--- config.mk ---
export PLATFORM = sky130hd
export DESIGN_NAME = rsq_writer
export DESIGN_NICKNAME = d
export VERILOG_FILES = /design/src/rtl/rsq_pkg.sv /design/src/rtl/rsq_ring.sv /design/src/rtl/rsq_credit.sv /design/src/rtl/rsq_fmt.sv /design/src/rtl/rsq_writer.sv
export SDC_FILE = /design/constraint.sdc
export NUM_CORES = 1
export LEC_CHECK = 0
export CAP_MARGIN = 20
export CELL_PAD_IN_SITES_DETAIL_PLACEMENT = 1
export CELL_PAD_IN_SITES_GLOBAL_PLACEMENT = 1
export CORE_ASPECT_RATIO = 1.5
export CORE_MARGIN = 5
export CORE_UTILIZATION = 40
export DETAILED_ROUTE_END_ITERATION = 6
export HOLD_SLACK_MARGIN = 0.03
export PLACE_DENSITY_LB_ADDON = 0.1
export SYNTH_ARGS = -nofsm -noshare
export SYNTH_HDL_FRONTEND = slang
export SYNTH_SLANG_ARGS = --single-unit
--- constraint.sdc ---
create_clock -name clk_i -period 6.69 [get_ports clk_i]
set_input_delay 0.669 -clock clk_i [delete_from_list [all_inputs] [get_ports clk_i]]
set_output_delay 0.669 -clock clk_i [all_outputs]
set_load 0.1 [all_outputs]
--- src/rtl/rsq_pkg.sv ---
package rsq_pkg;

    typedef enum logic [1:0] {
        CFG_BASE = 2'd0,
        CFG_LEN  = 2'd1,
        CFG_ENQ  = 2'd2
    } cfg_sel_e;

    localparam int IDX_W       = 15;
    localparam int LEN_W       = 16;
    localparam int WORD_W      = 32;
    localparam int ENTRY_BYTES = 8;
    localparam int FCS_BYTES   = 4;

    // status word bit positions (decoded by software)
    localparam int B_VALID   = 31;
    localparam int B_OK      = 30;
    localparam int B_EOF     = 29;
    localparam int B_EOB     = 28;
    localparam int B_OVR     = 20;
    localparam int B_FRM     = 19;
    localparam int B_RUNT    = 18;
    localparam int B_EXTRA   = 17;
    localparam int B_CRCERR  = 16;
    localparam int B_CRCKEPT = 15;
    localparam int IDX_LSB   = 16;

    typedef struct packed {
        logic              ok;
        logic              eof;
        logic              eob;
        logic              ovr;
        logic              frm;
        logic              runt;
        logic              extra;
        logic              crc_err;
        logic              crc_kept;
        logic [IDX_W-1:0]  idx;
        logic [LEN_W-1:0]  len;
    } rx_done_t;

    function automatic logic [WORD_W-1:0] pack_word0(input rx_done_t f);
        logic [WORD_W-1:0] w;
        w            = '0;
        w[B_VALID]   = 1'b1;
        w[B_OK]      = f.ok;
        w[B_EOF]     = f.eof;
        w[B_EOB]     = f.eob;
        w[B_OVR]     = f.ovr;
        w[B_FRM]     = f.frm;
        w[B_RUNT]    = f.runt;
        w[B_EXTRA]   = f.extra;
        w[B_CRCERR]  = f.crc_err;
        w[B_CRCKEPT] = f.crc_kept;
        return w;
    endfunction

    function automatic logic [WORD_W-1:0] pack_word1(input rx_done_t f);
        logic [WORD_W-1:0] w;
        logic [LEN_W-1:0]  l;
        l = f.crc_kept ? f.len + LEN_W'(FCS_BYTES) : f.len;
        w = '0;
        w[B_VALID] = 1'b1;
        w[IDX_LSB +: IDX_W] = f.idx;
        w[LEN_W-1:0] = l;
        return w;
    endfunction

endpackage

--- src/rtl/rsq_ring.sv ---
module rsq_ring #(
    parameter int AW = 32
) (
    input  logic          clk_i,
    input  logic          rst_ni,
    input  logic          base_we_i,
    input  logic          len_we_i,
    input  logic [AW-1:0] wdata_i,
    input  logic          adv_i,
    output logic [AW-1:0] cur_o
);
    import rsq_pkg::*;

    localparam logic [AW-1:0] STEP = AW'(ENTRY_BYTES);

    typedef struct packed {
        logic [AW-1:0] base;
        logic [AW-1:0] len;
        logic [AW-1:0] cur;
    } ring_t;

    ring_t s_d, s_q;
    logic [AW-1:0] step_addr;

    always_comb begin
        s_d       = s_q;
        step_addr = s_q.cur + STEP;
        if (adv_i) begin
            if ((step_addr - s_q.base) >= s_q.len) begin
                s_d.cur = s_q.base;
            end else begin
                s_d.cur = step_addr;
            end
        end
        if (len_we_i) begin
            s_d.len = wdata_i;
        end
        if (base_we_i) begin
            s_d.base = wdata_i;
            s_d.cur  = wdata_i;
        end
    end

    always_ff @(posedge clk_i or negedge rst_ni) begin
        if (!rst_ni) begin
            s_q <= '0;
        end else begin
            s_q <= s_d;
        end
    end

    assign cur_o = s_q.cur;


    step_or_wrap_chk: assert property (@(posedge clk_i) disable iff (!rst_ni)
        (adv_i && !base_we_i) |=>
            (s_q.cur == $past(s_q.cur) + STEP) || (s_q.cur == s_q.base));


    base_load_chk: assert property (@(posedge clk_i) disable iff (!rst_ni)
        base_we_i |=> (cur_o == $past(wdata_i)));

endmodule

--- src/rtl/rsq_credit.sv ---
module rsq_credit #(
    parameter int CNT_W = 16
) (
    input  logic             clk_i,
    input  logic             rst_ni,
    input  logic             enq_we_i,
    input  logic [CNT_W-1:0] enq_cnt_i,
    input  logic             take_i,
    output logic [CNT_W-1:0] free_o,
    output logic             avail_o
);
    typedef struct packed {
        logic [CNT_W-1:0] free;
    } credit_t;

    credit_t c_d, c_q;
    logic [CNT_W-1:0] add_amt;

    always_comb begin
        c_d     = c_q;
        add_amt = enq_we_i ? enq_cnt_i : '0;
        c_d.free = c_q.free + add_amt - CNT_W'(take_i);
    end

    always_ff @(posedge clk_i or negedge rst_ni) begin
        if (!rst_ni) begin
            c_q <= '0;
        end else begin
            c_q <= c_d;
        end
    end

    assign free_o  = c_q.free;
    assign avail_o = (c_q.free != '0);


    no_underflow_chk: assert property (@(posedge clk_i) disable iff (!rst_ni)
        (free_o == '0 && !enq_we_i) |=> (free_o == '0));

endmodule

--- src/rtl/rsq_fmt.sv ---
module rsq_fmt #(
    parameter int AW = 32
) (
    input  logic              clk_i,
    input  logic              rst_ni,
    input  logic              load_i,
    input  logic [AW-1:0]     addr_i,
    input  rsq_pkg::rx_done_t frm_i,
    output logic              we_o,
    output logic [AW-1:0]     addr_o,
    output logic [63:0]       data_o
);
    import rsq_pkg::*;

    typedef struct packed {
        logic          we;
        logic [AW-1:0] addr;
        logic [63:0]   data;
    } out_t;

    out_t o_d, o_q;

    always_comb begin
        o_d    = o_q;
        o_d.we = load_i;
        if (load_i) begin
            o_d.addr = addr_i;
            o_d.data = {pack_word1(frm_i), pack_word0(frm_i)};
        end
    end

    always_ff @(posedge clk_i or negedge rst_ni) begin
        if (!rst_ni) begin
            o_q <= '0;
        end else begin
            o_q <= o_d;
        end
    end

    assign we_o   = o_q.we;
    assign addr_o = o_q.addr;
    assign data_o = o_q.data;


    valid_flags_chk: assert property (@(posedge clk_i) disable iff (!rst_ni)
        we_o |-> (data_o[63] && data_o[31]));

endmodule

--- src/rtl/rsq_writer.sv ---
module rsq_writer #(
    parameter int AW    = 32,
    parameter int CNT_W = 16
) (
    input  logic             clk_i,
    input  logic             rst_ni,
    input  logic             cfg_we_i,
    input  logic [1:0]       cfg_sel_i,
    input  logic [AW-1:0]    cfg_wdata_i,
    input  logic             frm_valid_i,
    output logic             frm_ready_o,
    input  logic             frm_ok_i,
    input  logic             frm_eof_i,
    input  logic             frm_eob_i,
    input  logic             frm_overrun_i,
    input  logic             frm_framing_i,
    input  logic             frm_runt_i,
    input  logic             frm_extra_i,
    input  logic             frm_crc_err_i,
    input  logic             frm_crc_kept_i,
    input  logic [14:0]      frm_buf_idx_i,
    input  logic [15:0]      frm_len_i,
    output logic             mem_we_o,
    output logic [AW-1:0]    mem_addr_o,
    output logic [63:0]      mem_wdata_o,
    output logic             stat_evt_o,
    output logic [AW-1:0]    cur_addr_o,
    output logic [CNT_W-1:0] free_cnt_o
);
    import rsq_pkg::*;

    logic      accept;
    logic      avail;
    logic      base_we, len_we, enq_we;
    rx_done_t  frm;

    assign base_we = cfg_we_i && (cfg_sel_i == CFG_BASE);
    assign len_we  = cfg_we_i && (cfg_sel_i == CFG_LEN);
    assign enq_we  = cfg_we_i && (cfg_sel_i == CFG_ENQ);

    assign accept      = frm_valid_i && avail;
    assign frm_ready_o = avail;

    always_comb begin
        frm.ok       = frm_ok_i;
        frm.eof      = frm_eof_i;
        frm.eob      = frm_eob_i;
        frm.ovr      = frm_overrun_i;
        frm.frm      = frm_framing_i;
        frm.runt     = frm_runt_i;
        frm.extra    = frm_extra_i;
        frm.crc_err  = frm_crc_err_i;
        frm.crc_kept = frm_crc_kept_i;
        frm.idx      = frm_buf_idx_i;
        frm.len      = frm_len_i;
    end

    rsq_ring #(.AW(AW)) ring_i (
        .clk_i     (clk_i),
        .rst_ni    (rst_ni),
        .base_we_i (base_we),
        .len_we_i  (len_we),
        .wdata_i   (cfg_wdata_i),
        .adv_i     (accept),
        .cur_o     (cur_addr_o)
    );

    rsq_credit #(.CNT_W(CNT_W)) credit_i (
        .clk_i     (clk_i),
        .rst_ni    (rst_ni),
        .enq_we_i  (enq_we),
        .enq_cnt_i (cfg_wdata_i[CNT_W-1:0]),
        .take_i    (accept),
        .free_o    (free_cnt_o),
        .avail_o   (avail)
    );

    rsq_fmt #(.AW(AW)) fmt_i (
        .clk_i  (clk_i),
        .rst_ni (rst_ni),
        .load_i (accept),
        .addr_i (cur_addr_o),
        .frm_i  (frm),
        .we_o   (mem_we_o),
        .addr_o (mem_addr_o),
        .data_o (mem_wdata_o)
    );

    assign stat_evt_o = mem_we_o;


    wr_after_accept_chk: assert property (@(posedge clk_i) disable iff (!rst_ni)
        mem_we_o |-> $past(frm_valid_i && frm_ready_o));


    wr_addr_chk: assert property (@(posedge clk_i) disable iff (!rst_ni)
        (frm_valid_i && frm_ready_o) |=> (mem_addr_o == $past(cur_addr_o)));

endmodule

==> reports/results.tsv, run 1 <==
metric	value	unit
status	complete, no violations	
drt-vias-per-instance	5.17	
port_buffers	202	
grt_max_degree	98	
finalSetupTns	0	ps
maxCapViolCount	0	
crit_type	reg -> reg	
synth_cells	1239	
startpoint	ring_i.cur_o[6]$_DFFE_PN0P_	
dpl.hpwl	26900	um
grtUsageMet3	3.76	%
ctsResizeCount	0	
synth.area.top_cells	dfrtp_1 40%, ha_1 10%, mux2_2 8.7%, a21oi_1 4.4%, xnor2_1 4.2%	
antenna_left	0	
synth_edf_count	0	
post_synth.cell_area_avg	9.43	um2
first_global_vias	10068	
die_w	150	um
synth_cell_type_count	61	
grt_pass1_wl	54500	um
drv_slew	0	
grt_usage	21.3	%
synth_top_area_share	39.8	%
clock-sinks	186	
postSynth.topFlopCell	dfrtp_1	
synth_area_leader_cell	dfrtp_1	
grtUsageMet2	40.3	%
antenna_found_initial	1	
syn_area	0.0117	mm2
reg2reg_from	ring_i.cur_o[6]$_DFFE_PN0P_	
rsz0062_at_grt	false	
reg2reg_to	ring_i.cur_o[20]$_DFFE_PN0P_	
hp-class	in -> async	
dieArea	0.0328	mm2
critPathArrivalTime	6180	ps
routed_wl	34500	um
post-route-min-period	5860	ps
drcViolationCount	0	
cts_max_level	4	
overflow	0	
worstMarginPinSlew	1070	ps
nets	1569	
ctsLongestPathBuffers	2	
relSlewSlack	28.2	%
clock-root-buffer	clkbuf_16	
start_kind	flip-flop	
clkTransAtPathRegs	70	ps
drive_gt1_share	10.6	%
dr.pass1.iters	5	
insertion_delay	450	ps
cp.required	7000	ps
ys_seq_area_share	39.8	%
ff2ff_path_depth	22	
use_met1	23.7	%
synth-seq-cells	186	
io_pins	225	
worstPathMaxFanout	31	
initial_core_util	40.6	%
async_flop_share	100	%
hold_viol	0	
maxClockFrequency	0.171	GHz
cts_tree	yes	
core	0.0288	mm2
chipHeight	219	um
hold_buffers	0	
numCtsBuffers	17	
busiest_layer	met2	
post_cts_buffers	0	
critPathCaptureType	flip-flop	
drt_iter0_markers	306	
wl_per_cell	19.2	um
setup_viol	0	
ys_warn_count	0	
skew	11.0	ps
vias	9285	
fillCellCount	3342	
rows	76	
timing.final.crit_share	87.6	%
place.gp.congestion	0.911	
syn_to_final_growth	23.2	%
r2r_slack	830	ps
-- worst max-delay path: stages, from the launching register on --
cell and delay (ps):
dfrtp_1 470, and4_1 280, and3_1 340, and3_1 390, nand2_1 120, xnor2_1 160, ha_1 450, nand3_1 170
o21a_1 210, o31a_4 140, o21ai_0 340, a31oi_1 190, xnor2_1 210, ha_1 270, nand2_1 180, o21ai_0 190
a221oi_1 440, o221ai_1 250, a21oi_4 190, buf_4 340, nor2_1 80, a21oi_1 160, o211ai_1 110
-- synthesized netlist by cell type (all sizes together) (6+ instances only) --
library cell and count:
clkbuf 33, nor4 6, nor2 73, mux2i 8
o21ai 67, ha 96, nor3 6, a21oi 103
a21o 20, xor2 28, nand2b 9, a31oi 7
nand2 119, a22oi 10, and2 7, and3 8
xnor2 56, mux2 90, o211ai 23, nand3 27
inv 121, nor2b 6, nand4 20, buf 65
dfrtp 186
-- kinds of logic after synthesis --
group / after synthesis / share of synthesized area [%]
DFF: 186 / 39.8
adders and majority gates: 98 / 10.6
muxes: 98 / 9.35
other: 1 / 0.0321
buffers and inverters: 219 / 8.96
AOI/OAI and AO/OA: 257 / 13.3
xor gates and xnor gates: 84 / 6.29
and+or+nand+nor: 296 / 11.6
-- cell usage in the layout (no fill, tap or decap), drive strengths merged, types with 4 or more instances in the layout --
cell / count
a21o: 20
a21oi: 103
a22oi: 10
a31oi: 7
and2: 7
and3: 8
and4: 4
buf: 10
clkbuf: 19
clkdlybuf4s50: 201
conb: 22
dfrtp: 186
ha: 96
inv: 127
mux2: 90
mux2i: 8
nand2: 119
nand2b: 9
nand3: 27
nand4: 20
nor2: 73
nor2b: 6
nor3: 6
nor4: 6
o211ai: 23
o21ai: 67
o21bai: 5
xnor2: 56
xor2: 28
-- registers in the layout, summed over array words and instances, names as in the netlist --
register	cells
fmt_i.data_o	41
fmt_i.we_o	1
fmt_i.addr_o	32
ring_i.s_q	64
ring_i.cur_o	32
credit_i.free_o	16
-- per-layer routing --
metal,vias to the layer above,part of all wire (%)
met5,-,0
met4,0,2.6
met3,39,3.3
met2,164,55
met1,4621,39
li1,4461,-
-- how the worst max path moves through the flow --
stage / to / slack (ps)
after global placement: ring_i.cur_o[17]$_DFFE_PN0P_ / 850
after global routing: ring_i.cur_o[20]$_DFFE_PN0P_ / 340
after detailed placement: ring_i.cur_o[20]$_DFFE_PN0P_ / 770
after CTS: ring_i.cur_o[20]$_DFFE_PN0P_ / 730
final: ring_i.cur_o[20]$_DFFE_PN0P_ / 830
after floorplan: credit_i.free_o[14]$_DFF_PN0_ / 1160
-- final cells by class --
class | instances | area, um2 | share of cell area (%)
antenna | 1 | 2.50 | 0.0174
clock buffer | 18 | 429 | 2.98
clock inverter | 14 | 181 | 1.26
inverter | 121 | 454 | 3.15
multi-input combinational | 855 | 6090 | 42.3
sequential | 186 | 4650 | 32.3
tap | 390 | 488 | 3.39
timing repair buffer | 212 | 2100 | 14.6
-- metrics by stage --
step | instances | worst slack [ps] | utilization, % | hold WS (ps) | instance area, um2
finish | 1797 | 828 | 50.0 | 290 | 14400
global route | 1797 | 338 | 50.0 | 350 | 14400
global placement | 1764 | 851 | 47.8 | 481 | 13800
detailed placement | 1764 | 769 | 47.8 | 494 | 13800
floorplan | 1260 | 1160 | - | 373 | 11800
CTS | 1796 | 735 | 50.0 | 316 | 14400
Power of run 1 is not shown: default switching activity piles up to over one toggle a cycle in this logic, so the estimate is an artifact.
==> run 2, diff against run 1 <==
--- a/config.mk
+++ b/config.mk
@@ -5,11 +5,11 @@
 export SDC_FILE = /design/constraint.sdc
 export NUM_CORES = 1
 export LEC_CHECK = 0
-export CAP_MARGIN = 20
+export ABC_CLOCK_PERIOD_IN_PS = 6690
 export CELL_PAD_IN_SITES_DETAIL_PLACEMENT = 1
 export CELL_PAD_IN_SITES_GLOBAL_PLACEMENT = 1
 export CORE_ASPECT_RATIO = 1.5
-export CORE_MARGIN = 5
+export CORE_MARGIN = 2
 export CORE_UTILIZATION = 40
 export DETAILED_ROUTE_END_ITERATION = 6
 export HOLD_SLACK_MARGIN = 0.03
==> reports/results.tsv, run 2 (synthesis results as in run 1) <==
metric	value	unit
post-route-min-period	5880	ps
grt_pass1_wl	53200	um
clkTransAtPathRegs	70	ps
finalSetupTns	0	ps
critPathArrivalTime	6200	ps
cp.required	7010	ps
ctsResizeCount	0	
busiest_layer	met2	
antenna_found_initial	0	
placed_area	0.0138	mm2
final_common_cell	clkdlybuf4s50_1	
worstMarginPinSlew	1090	ps
chipHeight	213	um
skew	7.02	ps
status	complete, no violations	
hp-class	in -> async	
largest_register_ffs	64	
cts_max_level	4	
worstPathMaxFanout	30	
syn_to_final_growth	22.8	%
core	0.0287	mm2
use_met1	25.3	%
die_w	144	um
critPathCaptureType	flip-flop	
antenna_left	0	
hold_viol	0	
io_pins	225	
drt-vias-per-instance	5.18	
fillCellCount	3290	
insertion_delay	460	ps
place_inst	1766	
start_kind	flip-flop	
grtUsageMet2	41.0	%
final_area	0.0144	mm2
timing.final.crit_share	87.9	%
clock-root-buffer	clkbuf_16	
wl_per_cell	18.6	um
drt_iter0_markers	262	
routed_wl	33400	um
ctsLongestPathBuffers	2	
place.gp.congestion	0.890	
clock-sinks	186	
rsz0062_at_grt	false	
vias	9319	
post_cts_buffers	0	
drcViolationCount	0	
grtUsageMet3	3.42	%
rows	76	
overflow	0	
crit_type	reg -> reg	
initial_core_util	40.7	%
first_global_vias	9986	
maxCapViolCount	0	
grt_max_degree	73	
dpl.hpwl	26000	um
drive_gt1_share	10.8	%
maxClockFrequency	0.170	GHz
setup_viol	0	
drv_slew	0	
nets	1571	
dieArea	0.0306	mm2
relSlewSlack	27.0	%
hold_buffers	0	
regMostFlops	ring_i.s_q	
grt_usage	22.5	%
diodes	0	
layout_common_cells	201 x clkdlybuf4s50_1, 186 x dfrtp_1, 121 x inv_1	
final_cells	1798	
dr.pass1.iters	4	
port_buffers	202	
cts_tree	yes	
numCtsBuffers	17	
## run 2: changes by cell type in the layout (fill, tap and decap cells not counted), moves of 2 or more
cell / change
buf_4: +2
bufinv_16: -3
clkinv_2: +2
clkinv_4: +2
## run 2: routing by layer
layer  routed length, um  share of wire (%)  up-vias
li1                    -                  -     4465
met1               13200                 39     4600
met2               17800                 53      183
met3                 932                2.8       71
met4                1490                4.5        0
met5                   0                  0        -
## run 2: final cells by class
cell class | instances | area, um2 | area share, %
clock buffer | 18 | 439 | 3.06
clock inverter | 14 | 114 | 0.793
inverter | 121 | 454 | 3.16
multi-input combinational | 855 | 6090 | 42.4
sequential | 186 | 4650 | 32.4
tap | 390 | 488 | 3.40
timing repair buffer | 214 | 2120 | 14.7
## run 2: path summary, 6_finish.rpt
check | start | endpoint | slack (ps) | depth (start not counted)
max | ring_i.cur_o[5]$_DFFE_PN0P_ | ring_i.cur_o[17]$_DFFE_PN0P_ | 810 | 22
min | rst_ni | credit_i.free_o[12]$_DFF_PN0_ | 240 | 1
max reg2reg | ring_i.cur_o[5]$_DFFE_PN0P_ | ring_i.cur_o[17]$_DFFE_PN0P_ | 810 | 22
min reg2reg | fmt_i.addr_o[16]$_DFFE_PN0P_ | fmt_i.addr_o[16]$_DFFE_PN0P_ | 500 | 1
max in group asynchronous | rst_ni | fmt_i.data_o[38]$_DFFE_PN0P_ | 5200 | 2
min in group clk_i | fmt_i.addr_o[16]$_DFFE_PN0P_ | fmt_i.addr_o[16]$_DFFE_PN0P_ | 500 | 1
## run 2: critical path, cell delays in order, from the launching register on
cell	delay [ps]
dfrtp_1	480
and4_1	270
and3_1	350
and3_1	420
nand2_1	130
xnor2_1	160
ha_1	430
nand3_1	160
o21a_1	210
o31a_4	140
o21ai_0	350
a31oi_1	170
xnor2_1	160
ha_1	300
nand2_1	160
o21ai_0	150
a221oi_1	480
o221ai_1	280
a21oi_4	190
buf_4	350
nor2_1	80
a21oi_1	200
o211ai_1	110
## run 2: per-stage QoR
stage	hold slack, ps	worst slack, ps	util (%)
after floorplan	373	1160	-
after global placement	483	944	48.1
after detailed placement	489	853	48.1
after CTS	237	783	50.0
after global routing	281	273	50.0
final	236	813	50.0
Power of run 2 is left out for the same reason.
